==> config.mk <==
export PLATFORM = sky130hd
export DESIGN_NAME = single_bit_detect
export DESIGN_NICKNAME = d
export VERILOG_FILES = /design/src/rtl/sbd_pkg.sv /design/src/rtl/sbd_merge.sv /design/src/rtl/sbd_level.sv /design/src/rtl/single_bit_detect.sv
export SDC_FILE = /design/constraint.sdc
export NUM_CORES = 1
export LEC_CHECK = 0
export ABC_AREA = 1
export BUFFER_PORTS_ARGS = -buffer_cell sky130_fd_sc_hd__buf_2
export CORE_MARGIN = 3
export CORE_UTILIZATION = 54
export DETAILED_ROUTE_END_ITERATION = 8
export GPL_TIMING_DRIVEN = 0
export PLACE_DENSITY = 0.86
export REMOVE_ABC_BUFFERS = 1
export SYNTH_ARGS = -nofsm -noshare
export SYNTH_HDL_FRONTEND = slang
export SYNTH_SLANG_ARGS = --single-unit
==> constraint.sdc <==
create_clock -name clk -period 0.8 [get_ports clk]
set_input_delay 0.12 -clock clk [delete_from_list [all_inputs] [get_ports clk]]
set_output_delay 0.12 -clock clk [all_outputs]
set_load 0.01 [all_outputs]
==> src/rtl/sbd_pkg.sv <==
package sbd_pkg;

   // Saturating tally encoding; code 2'b11 is never produced.
   typedef enum logic [1:0] {
      TC_NONE = 2'b00,
      TC_ONE  = 2'b01,
      TC_MANY = 2'b10
   } tcount_t;

   // Commutative saturating combine of two tallies.
   function automatic logic [1:0] tc_merge(input logic [1:0] a, input logic [1:0] b);
      if (a == TC_NONE) return b;
      if (b == TC_NONE) return a;
      return TC_MANY;
   endfunction

   // Number of tree nodes present at a given level for a given leaf count.
   function automatic int unsigned nodes_at(input int unsigned leaves, input int unsigned lvl);
      int unsigned n;
      n = leaves;
      for (int unsigned i = 0; i < lvl; i++) n = (n + 1) / 2;
      return n;
   endfunction

endpackage

==> src/rtl/sbd_merge.sv <==
module sbd_merge
   import sbd_pkg::*;
(
   input  logic [1:0] lhs,
   input  logic [1:0] rhs,
   output logic [1:0] res
);
   assign res = tc_merge(lhs, rhs);
endmodule

==> src/rtl/sbd_level.sv <==
module sbd_level #(
   parameter int unsigned IN_N = 2,
   localparam int unsigned OUT_N = (IN_N + 1) / 2
) (
   input  logic [2*IN_N-1:0]  nodes_in,
   output logic [2*OUT_N-1:0] nodes_out
);
   for (genvar i = 0; i < OUT_N; i++) begin : g_node
      if (2*i + 1 < IN_N) begin : g_pair
         sbd_merge u_merge (
            .lhs(nodes_in[4*i +: 2]),
            .rhs(nodes_in[4*i+2 +: 2]),
            .res(nodes_out[2*i +: 2])
         );
      end else begin : g_pass
         // odd leftover node moves up unchanged
         assign nodes_out[2*i +: 2] = nodes_in[4*i +: 2];
      end
   end
endmodule

==> src/rtl/single_bit_detect.sv <==
module single_bit_detect
   import sbd_pkg::*;
#(
   parameter int unsigned WIDTH    = 32,
   parameter int unsigned PIPELINE = 1
) (
   input  logic             clk,
   input  logic             rst_n,
   input  logic             in_valid,
   input  logic [WIDTH-1:0] in_word,
   output logic             out_valid,
   output logic             exactly_one,
   output logic             is_zero
);
   localparam int unsigned LEVELS  = (WIDTH < 2) ? 1 : $clog2(WIDTH);
   localparam int unsigned LATENCY = (PIPELINE != 0) ? (LEVELS - 1) / 2 + 1 : 0;

   initial begin
      if (WIDTH < 2)    $fatal(1, "single_bit_detect: WIDTH must be at least 2");
      if (PIPELINE > 1) $fatal(1, "single_bit_detect: PIPELINE must be 0 or 1");
   end

   // Leaf mapping: a 0 bit is TC_NONE, a 1 bit is TC_ONE.
   logic [2*WIDTH-1:0] leaves;
   for (genvar b = 0; b < WIDTH; b++) begin : g_leaf
      assign leaves[2*b +: 2] = in_word[b] ? TC_ONE : TC_NONE;
   end

   for (genvar l = 0; l < LEVELS; l++) begin : g_lvl
      localparam int unsigned NI  = nodes_at(WIDTH, l);
      localparam int unsigned NO  = nodes_at(WIDTH, l + 1);
      localparam bit          CUT = (PIPELINE != 0) && (((l + 1) % 2) == 0) && (l + 1 < LEVELS);

      logic [2*NI-1:0] src;
      logic            src_v;
      logic [2*NO-1:0] nxt;
      logic [2*NO-1:0] cur_q;
      logic            cur_v;

      if (l == 0) begin : g_src
         assign src   = leaves;
         assign src_v = in_valid;
      end else begin : g_src
         assign src   = g_lvl[l-1].cur_q;
         assign src_v = g_lvl[l-1].cur_v;
      end

      sbd_level #(.IN_N(NI)) u_level (
         .nodes_in (src),
         .nodes_out(nxt)
      );

      if (CUT) begin : g_reg
         always_ff @(posedge clk or negedge rst_n) begin
            if (!rst_n) begin
               cur_q <= '0;
               cur_v <= 1'b0;
            end else begin
               cur_q <= nxt;
               cur_v <= src_v;
            end
         end
      end else begin : g_wire
         assign cur_q = nxt;
         assign cur_v = src_v;
      end
   end

   logic [1:0] root;
   logic       root_v;
   assign root   = g_lvl[LEVELS-1].cur_q;
   assign root_v = g_lvl[LEVELS-1].cur_v;

   if (PIPELINE != 0) begin : g_out_reg
      always_ff @(posedge clk or negedge rst_n) begin
         if (!rst_n) begin
            out_valid   <= 1'b0;
            exactly_one <= 1'b0;
            is_zero     <= 1'b0;
         end else begin
            out_valid   <= root_v;
            exactly_one <= (root == TC_ONE);
            is_zero     <= (root == TC_NONE);
         end
      end
   end else begin : g_out_comb
      assign out_valid   = root_v;
      assign exactly_one = (root == TC_ONE);
      assign is_zero     = (root == TC_NONE);
   end

endmodule

==> results.py, run 1 <==
metrics = {
    "sta": {
        "hold_viol_final": 0,
        "slew_headroom_pct": 65.8,
        "min_period_over_period_pct": 118,
        "fmax_mhz": 1060,
        "clock_skew_ps": 3.36,
        "rsz0062_at_grt": "yes",
        "slew_viol_final": 0,
        "worst_slack_ps": -144,
        "period_needed_ps": 944,
        "holdWs_ps": 179,
        "worst_slew_pin_slew_ps": 513,
        "setup_viol": 7,
    },
    "cells_and_area": {
        "stdcell_area_um2": 1970,
        "fin_cells": 294,
        "synthToLayoutAreaGrowth_pct": 17.5,
        "drive_above_1_share_pct": 16.0,
        "num_antenna_cells": 0,
        "finalNetCount": 331,
    },
    "synth": {
        "yosysUniqueCellTypes": 10,
        "synth_cells": 220,
        "yosys_warnings": 0,
        "synth_edf_count": 0,
        "synthTopCellsByArea": "dfrtp_1, ha_1, nand2_1",
        "synth_top_area_share_pct": 37.4,
        "ys_seq_area_share_pct": 37.4,
        "synth_most_common_cell": "nand2_1",
        "synth_flop_cell": "dfrtp_1",
        "synth_top_area_cell": "dfrtp_1",
        "async_reset_ff_share_pct": 100,
        "ys_seq_elements": 25,
        "syn_avg_cell_area_um2": 7.60,
        "yosys-top-cells-count": "nand2_1, inv_1, ha_1, nor2_1, dfrtp_1",
        "synth_area_um2": 1670,
    },
    "power_and_ir_drop": {
        "p_switching_uw": 678,
        "p_sw_share_pct": 27.9,
        "ir_worst_vdd_uv": 731,
        "p_per_area_nw_per_um2": 1240,
        "clockPowerShare_pct": 23.4,
        "intPower_mw": 1.75,
        "pwr-share-seq_pct": 57.9,
        "p_comb_share_pct": 18.7,
        "p_leak_nw": 1.24,
    },
    "flow_run": {
        "drv_cap": 0,
    },
    "critical_path": {
        "arrival_ps": 820,
        "crit_slowest_cell": "dfrtp_1",
        "worstPathCellList": "buf_6",
        "startpoint_type": "flip-flop",
        "cpPeakStageDelay_ps": 390,
        "worstPathRequired_ps": 680,
        "critPathTopFamily": "flip-flops",
        "crit_buf_inv": 1,
        "cp_max_fo": 1,
        "critical_path_class": "reg2out",
        "cp-end-kind": "output pin",
    },
    "place": {
        "hpwl_um": 2120,
        "dpl-instance-area_um2": 1900,
        "dp.cells": 288,
        "io_buffers": 37,
        "gp_congestion": 0.775,
    },
    "clocking": {
        "cts_setup_buffers": 0,
        "root_buffer": "clkbuf_4",
        "clock_sinks": 25,
        "cts_tree": "done",
        "htreeDepth": 1,
        "clkSlewWorstSetupHoldPaths_ps": 130,
        "clockBufferDepth": 2,
        "cts-buffers-inserted": 3,
        "clk_latency_ps": 320,
    },
    "grt": {
        "grt_overflow": 0,
        "grt_max_degree": 26,
        "grt_pass1_wl_um": 4260,
        "grtUsageTotal_pct": 14.7,
        "antenna_found_initial": 0,
        "grt_pass1_vias": 1142,
    },
    "routing": {
        "first_pass_iters": 4,
        "drtIter0Drc": 42,
        "vias_per_cell": 4.58,
        "wl_per_cell_um": 8.12,
        "final_antenna_net_count": 0,
        "routed_wl_um": 2390,
        "vias": 1346,
        "drcViolationCount": 0,
    },
    "floorplanning": {
        "die_width_um": 61.7,
        "initial_utilization_pct": 58.6,
        "rows": 19,
        "die_area_um2": 3800,
        "core-area_um2": 2850,
        "ioPinCount": 38,
        "die_height_um": 61.7,
    },
    "run_status": {
        "failed_checks": "setup timing",
        "status": "finished, violations left",
    },
    "worst_hold_path": {
        "min_path_type": "in2reg",
    },
}
## metrics by stage
step	utilization (%)	power (mW)	worst slack, ps	TNS, ps
after floorplan	-	1.68	27.3	0
after global placement	66.5	1.86	-24.4	-67.0
after detailed placement	66.5	1.88	-39.7	-147
after CTS	68.3	2.47	-156	-620
after global routing	68.9	2.62	-197	-1150
final	68.9	2.43	-144	-578
## layer usage
metal  global-route usage (%)  vias up  share of wire [%]
li1                         -      739                  -
met5                        0        -                  0
met1                     17.6      579                 44
met4                     2.73        0               0.88
met3                     3.98        4                4.9
met2                     26.5       24                 50
## path summary, 6_finish.rpt
path                                   start                end  slack [ps]  depth (start not counted)
max                                out_valid          out_valid        -140                          1
min                              in_word[15]  g_lvl[1].cur_q[6]         180                          5
max reg2reg                g_lvl[1].cur_q[9]  g_lvl[3].cur_q[3]         -40                          4
min reg2reg                   g_lvl[1].cur_v     g_lvl[3].cur_v         360                          0
max in group asynchronous              rst_n  g_lvl[1].cur_q[9]         170                          2
min in group asynchronous              rst_n  g_lvl[1].cur_q[7]         290                          2
## layout by cell type (no fill, tap or decap)
cell	instances
a21oi_1	1
ha_1	32
a211oi_2	1
dlygate4sd3_1	2
inv_6	1
buf_2	35
a31oi_1	7
inv_1	58
buf_6	2
clkbuf_4	3
dfrtp_1	25
nor2_1	27
nor4_1	1
nand2_1	60
nand3_1	8
## layout make-up
cell class	instances	area, um2
Sequential cell	25	626
Tap cell	31	38.8
Fill cell	256	887
Clock buffer	3	22.5
Inverter	58	218
Timing Repair Buffer	39	218
Clock inverter	1	8.76
Multi-Input combinational cell	137	835
## power by group through the flow
stage          Combinational (mW)  Clock [mW]  Sequential, mW
3_3_place_gp                0.430           0            1.43
2_1_floorplan               0.267           0            1.42
3_5_place_dp                0.455           0            1.43
4_1_cts                     0.462       0.600            1.41
6_report                    0.454       0.570            1.41
5_1_grt                     0.549       0.652            1.42
## logic make-up (layout without fill, tap and decap cells)
logic type | count (synthesis) | count (layout) | share of synthesized area [%]
buf+inv | 58 | 101 | 13.0
simple gates | 96 | 96 | 22.3
compound gates | 9 | 9 | 3.37
fa+ha+maj | 32 | 32 | 23.9
flops | 25 | 25 | 37.4
## registers in the layout (all words and copies together) (netlist names)
| signal | flops |
|---|---|
| g_lvl.cur_q | 20 |
| exactly_one | 1 |
| is_zero | 1 |
| out_valid | 1 |
| g_lvl.cur_v | 2 |
## what timing repair did
action	4_1_cts	5_1_grt
endpoints found under the setup margin	7	8
hold buffers	2	0
hold endpoints to repair	26	0
pin swaps	9	2
gates resized for setup	0	3
Note: power is estimated with default switching activity, not from simulation.
==> run 2, diff against run 1 <==
==> constraint.sdc (replaced) <==
create_clock -name clk -period 0.95 [get_ports clk]
set_input_delay 0.1425 -clock clk [delete_from_list [all_inputs] [get_ports clk]]
set_output_delay 0.1425 -clock clk [all_outputs]
set_load 0.01 [all_outputs]
==> run 2 against run 1 <==
  * The flow still finishes with violations (setup timing)
  * Register-to-register slack better by 130 ps
  * Count of clock-buffer cells in the layout unchanged
  * Sequential share of layout area up 0.081 points
  * Utilization down 0.18 points
  * Worst setup slack better by 130 ps
  * Flip-flop and latch count unchanged
  * Non-clock buffer count unchanged
  * Die area unchanged
  * First-iteration DRC count up 19%
  * Wire length down 0.38%
  * Power down 16%
  * Combinational power down 16%
  * Critical path type unchanged
==> results.py, run 2 (synthesis results as in run 1) <==
metrics = {
    "place": {
        "gp_congestion": 0.775,
        "hpwl_um": 2120,
        "dp.cells": 288,
        "io_buffers": 37,
    },
    "critical_path": {
        "cp-end-kind": "output pin",
        "critPathTopFamily": "flip-flops",
        "worstPathCellList": "buf_6",
        "arrival_ps": 820,
        "critical_path_class": "reg2out",
        "worstPathRequired_ps": 810,
        "startpoint_type": "flip-flop",
        "cp_max_fo": 1,
        "crit_slowest_cell": "dfrtp_1",
        "cpPeakStageDelay_ps": 390,
        "crit_buf_inv": 1,
    },
    "clocking": {
        "clock_sinks": 25,
        "clk_latency_ps": 310,
        "htreeDepth": 1,
        "cts_tree": "done",
        "cts-buffers-inserted": 3,
        "clockBufferDepth": 2,
        "clkSlewWorstSetupHoldPaths_ps": 130,
        "root_buffer": "clkbuf_4",
    },
    "grt": {
        "grt_pass1_wl_um": 4260,
        "grt_pass1_vias": 1142,
        "antenna_found_initial": 0,
        "grtUsageTotal_pct": 14.7,
        "grt_overflow": 0,
        "grt_max_degree": 26,
    },
    "run_status": {
        "failed_checks": "setup timing",
        "status": "finished, violations left",
    },
    "routing": {
        "final_antenna_net_count": 0,
        "drtIter0Drc": 50,
        "drcViolationCount": 0,
        "first_pass_iters": 4,
        "routed_wl_um": 2380,
        "wl_per_cell_um": 8.09,
        "vias_per_cell": 4.59,
        "vias": 1349,
    },
    "power_and_ir_drop": {
        "p_leak_nw": 1.23,
        "ir_worst_vdd_uv": 615,
        "clockPowerShare_pct": 23.5,
        "intPower_mw": 1.48,
        "pwr-share-seq_pct": 57.9,
        "p_sw_share_pct": 27.9,
        "p_per_area_nw_per_um2": 1040,
        "p_comb_share_pct": 18.6,
        "p_switching_uw": 571,
    },
    "sta": {
        "rsz0062_at_grt": "yes",
        "period_needed_ps": 967,
        "fmax_mhz": 1030,
        "setup-tns-final_ps": -45.1,
        "setup_viol": 3,
        "min_period_over_period_pct": 102,
        "worst_slew_pin_slew_ps": 513,
        "clock_skew_ps": 1.56,
        "slew_headroom_pct": 65.8,
        "hold_viol_final": 0,
        "worst_slack_ps": -17.0,
        "slew_viol_final": 0,
    },
    "cells_and_area": {
        "layout_common_cells": "nand2_1, inv_1, buf_2",
        "n_fill_cell": 257,
        "largest-register": "g_lvl.cur_q",
        "fin_cells": 294,
        "reg_top3": "g_lvl.cur_q (20), g_lvl.cur_v (2)",
        "largest_reg_flops": 20,
        "num_antenna_cells": 0,
        "finalNetCount": 331,
        "final_util_pct": 68.7,
        "final_common_cell": "nand2_1",
        "synthToLayoutAreaGrowth_pct": 17.2,
        "drive_above_1_share_pct": 15.6,
    },
    "floorplanning": {
        "die_width_um": 61.7,
        "initial_utilization_pct": 58.6,
        "rows": 19,
        "die_area_um2": 3800,
        "die_height_um": 61.7,
        "core-area_um2": 2850,
        "ioPinCount": 38,
    },
    "flow_run": {
        "drv_cap": 0,
    },
    "worst_hold_path": {
        "min_path_type": "in2reg",
    },
}
[run 2: final timing paths]
path	startpoint	end	slack [ps]	cells after the start
worst max-delay path	out_valid	out_valid	-20	1
worst min-delay path	in_word[15]	g_lvl[1].cur_q[6]	200	5
worst max register to register	g_lvl[1].cur_q[9]	g_lvl[3].cur_q[2]	90	5
worst min register to register	g_lvl[1].cur_v	g_lvl[3].cur_v	360	0
max in group asynchronous	rst_n	g_lvl[1].cur_q[9]	300	2
min in group asynchronous	rst_n	g_lvl[1].cur_q[7]	310	2
[run 2: per-layer routing]
| metal | GRT usage [%] | routed length [um] |
|---|---|---|
| met2 | 26.5 | 1200 |
| met1 | 17.6 | 1040 |
| met3 | 3.98 | 125 |
| met5 | 0 | 0 |
| met4 | 2.73 | 14 |
[run 2: power groups by stage]
stage / combinational [mW] / sequential (mW) / clock, mW
after floorplan: 0.225 / 1.19 / 0
after global placement: 0.362 / 1.20 / 0
after detailed placement: 0.383 / 1.20 / 0
after CTS: 0.390 / 1.18 / 0.505
after global routing: 0.462 / 1.20 / 0.550
final: 0.382 / 1.19 / 0.481
[run 2: final cells by class]
cell class / instances / area [um2] / area share, %
multi-input combinational: 137 / 830 / 42.3
sequential: 25 / 626 / 31.9
timing repair buffer: 39 / 218 / 11.1
inverter: 58 / 218 / 11.1
tap: 31 / 38.8 / 1.98
clock buffer: 3 / 22.5 / 1.15
clock inverter: 1 / 8.76 / 0.447
[run 2: what timing repair did]
| action | in CTS | in global routing |
|---|---|---|
| hold buffers | 2 | 0 |
| gates resized for setup | 0 | 2 |
| pin swaps | 0 | 3 |
| hold endpoints to repair | 26 | 0 |
| setup buffers | 0 | 0 |
| endpoints found under the setup margin | 3 | 5 |
[run 2: per-stage QoR]
step	instance area [um2]	setup WS (ps)	power, mW	hold WS (ps)
final	1960	-17.0	2.05	203
after global routing	1960	-69.1	2.21	215
after CTS	1950	-28.0	2.08	192
after detailed placement	1900	98.1	1.59	143
after global placement	1900	126	1.56	145
after floorplan	1670	177	1.42	-153
==> run 3, diff against run 2 <==
==> constraint.sdc (replaced) <==
create_clock -name clk -period 0.95 [get_ports clk]
set_input_delay 0 -clock clk [delete_from_list [all_inputs] [get_ports clk]]
set_output_delay 0 -clock clk [all_outputs]
set_load 0.01 [all_outputs]
==> run 3 against run 2 <==
  * The flow now finishes without violations
  * Count of clock-buffer cells in the layout did not move
  * Critical path depth up 4
  * Wire length did not move
  * Sequential share of layout area is 0.20 points higher
  * Global-route usage unchanged
  * Largest cell class unchanged
  * Largest power group unchanged
==> results.py, run 3 (synthesis results as in run 1) <==
metrics = {
    "run_status": {
        "status": "completed",
    },
    "routing": {
        "drtIter0Drc": 52,
        "wl_per_cell_um": 8.09,
        "vias_per_cell": 4.59,
        "first_pass_iters": 4,
        "drcViolationCount": 0,
        "vias": 1350,
        "routed_wl_um": 2380,
        "final_antenna_net_count": 0,
    },
    "sta": {
        "slew_viol_final": 0,
        "worst_slew_pin_slew_ps": 512,
        "setup-tns-final_ps": 0,
        "slew_headroom_pct": 65.8,
        "period_needed_ps": 854,
        "setup_viol": 0,
        "clock_skew_ps": 2.90,
        "rsz0062_at_grt": "yes",
        "min_period_over_period_pct": 89.9,
        "hold_viol_final": 0,
        "fmax_mhz": 1170,
    },
    "floorplanning": {
        "die_width_um": 61.7,
        "die_height_um": 61.7,
        "initial_utilization_pct": 58.6,
        "die_area_um2": 3800,
        "rows": 19,
        "core-area_um2": 2850,
        "ioPinCount": 38,
    },
    "grt": {
        "antenna_found_initial": 0,
        "grt_pass1_wl_um": 4260,
        "grt_overflow": 0,
        "grtUsageTotal_pct": 14.7,
        "grt_max_degree": 26,
        "grt_pass1_vias": 1142,
    },
    "clocking": {
        "htreeDepth": 1,
        "cts_setup_buffers": 0,
        "root_buffer": "clkbuf_4",
        "clk_latency_ps": 310,
        "clockBufferDepth": 2,
        "clock_sinks": 25,
        "cts_tree": "done",
        "cts-buffers-inserted": 3,
        "clkSlewWorstSetupHoldPaths_ps": 130,
    },
    "place": {
        "hpwl_um": 2120,
        "gp_congestion": 0.775,
        "io_buffers": 37,
        "dpl-instance-area_um2": 1900,
    },
    "cells_and_area": {
        "layout_common_cells": "nand2_1, inv_1, buf_2",
        "drive_above_1_share_pct": 15.6,
        "num_antenna_cells": 0,
        "finalNetCount": 331,
        "final_common_cell": "nand2_1",
        "reg_top3": "g_lvl.cur_q (20), g_lvl.cur_v (2)",
        "stdcell_area_um2": 1950,
        "n_fill_cell": 262,
        "largest_reg_flops": 20,
        "largest-register": "g_lvl.cur_q",
        "synthToLayoutAreaGrowth_pct": 16.5,
    },
    "power_and_ir_drop": {
        "p_per_area_nw_per_um2": 1050,
        "p_leak_nw": 1.23,
        "ir_worst_vdd_uv": 616,
        "power_mw": 2.04,
    },
    "flow_run": {
        "drv_cap": 0,
    },
    "critical_path": {
        "r2r-start": "g_lvl[1].cur_q[9]",
        "critical_path_class": "reg2reg",
        "cp_max_fo": 3,
        "crit_buf_inv": 0,
        "r2r.worst_path.cells": 5,
        "crit_path_frequent_cell": "nand2_1",
        "r2r_end": "g_lvl[3].cur_q[2]",
        "startpoint_type": "flip-flop",
        "cpPeakStageDelay_ps": 430,
        "critPathTopFamily": "flip-flops",
        "cp-end-kind": "flip-flop",
        "worstPathCellList": "nor2_1 > nand2_1 > nor2_1 > nand2_1 > nand2_1",
        "crit_slowest_cell": "dfrtp_1",
        "crit_start": "g_lvl[1].cur_q[9]",
        "arrival_ps": 1120,
        "r2r_setup_slack_ps": 100,
        "worstPathRequired_ps": 1220,
    },
    "worst_hold_path": {
        "worstHoldStart": "in_word[15]",
        "hold_path_end": "g_lvl[1].cur_q[6]",
        "worstHoldPathCells": 5,
        "min_path_type": "in2reg",
    },
}
## run 3: cell counts in the layout (fill, tap and decap cells not counted)
No cell type changed its count.
## run 3: cell type report
cell class              instances  area, um2  area share (%)
clock buffers                   3       22.5            1.16
clock inverters                 1       8.76           0.450
inverters                      58        218            11.2
multi-input cells             137        830            42.6
flip-flops and latches         25        626            32.1
well taps                      31       38.8            1.99
repair buffers                 39        205            10.5
## run 3: worst min-delay path, stage by stage
cell,delay [ps]
buf_2,110
inv_1,50
ha_1,110
nand2_1,40
nand2_1,50
## run 3: how the worst max path moves through the flow
stage                             end  slack (ps)  cells past startpoint
global route        g_lvl[3].cur_q[2]         -20                      5
detailed placement  g_lvl[3].cur_q[1]         110                      4
CTS                 g_lvl[3].cur_q[1]          90                      4
floorplan           g_lvl[3].cur_q[3]         180                      4
finish              g_lvl[3].cur_q[2]         100                      5
global placement    g_lvl[3].cur_q[2]         130                      5
## run 3: per-layer routing
| metal | track usage, % | routed length (um) | vias up |
|---|---|---|---|
| met5 | 0 | 0 | - |
| met4 | 2.73 | 14 | 0 |
| met3 | 3.98 | 125 | 2 |
| met2 | 26.5 | 1200 | 25 |
| met1 | 17.6 | 1040 | 583 |
| li1 | - | - | 740 |
## run 3: timing repair
item	in CTS	in global routing
gates resized for setup	0	0
hold buffers	2	0
hold endpoints to repair	26	0
setup endpoints to repair	0	2
## run 3: power by group
| group | internal (mW) | switching (mW) |
|---|---|---|
| combinational | 0.173 | 0.206 |
| sequential | 1.13 | 0.0548 |
| clock | 0.171 | 0.307 |
## run 3: per-stage QoR
step | instances | hold slack, ps | worst slack (ps) | util [%]
finish | 294 | 60.8 | 95.8 | 68.3
global route | 294 | 72.7 | -20.3 | 68.3
CTS | 294 | 50.0 | 93.0 | 68.3
detailed placement | 288 | 0.964 | 110 | 66.5
global placement | 288 | 2.45 | 126 | 66.5
floorplan | 220 | -296 | 177 | -
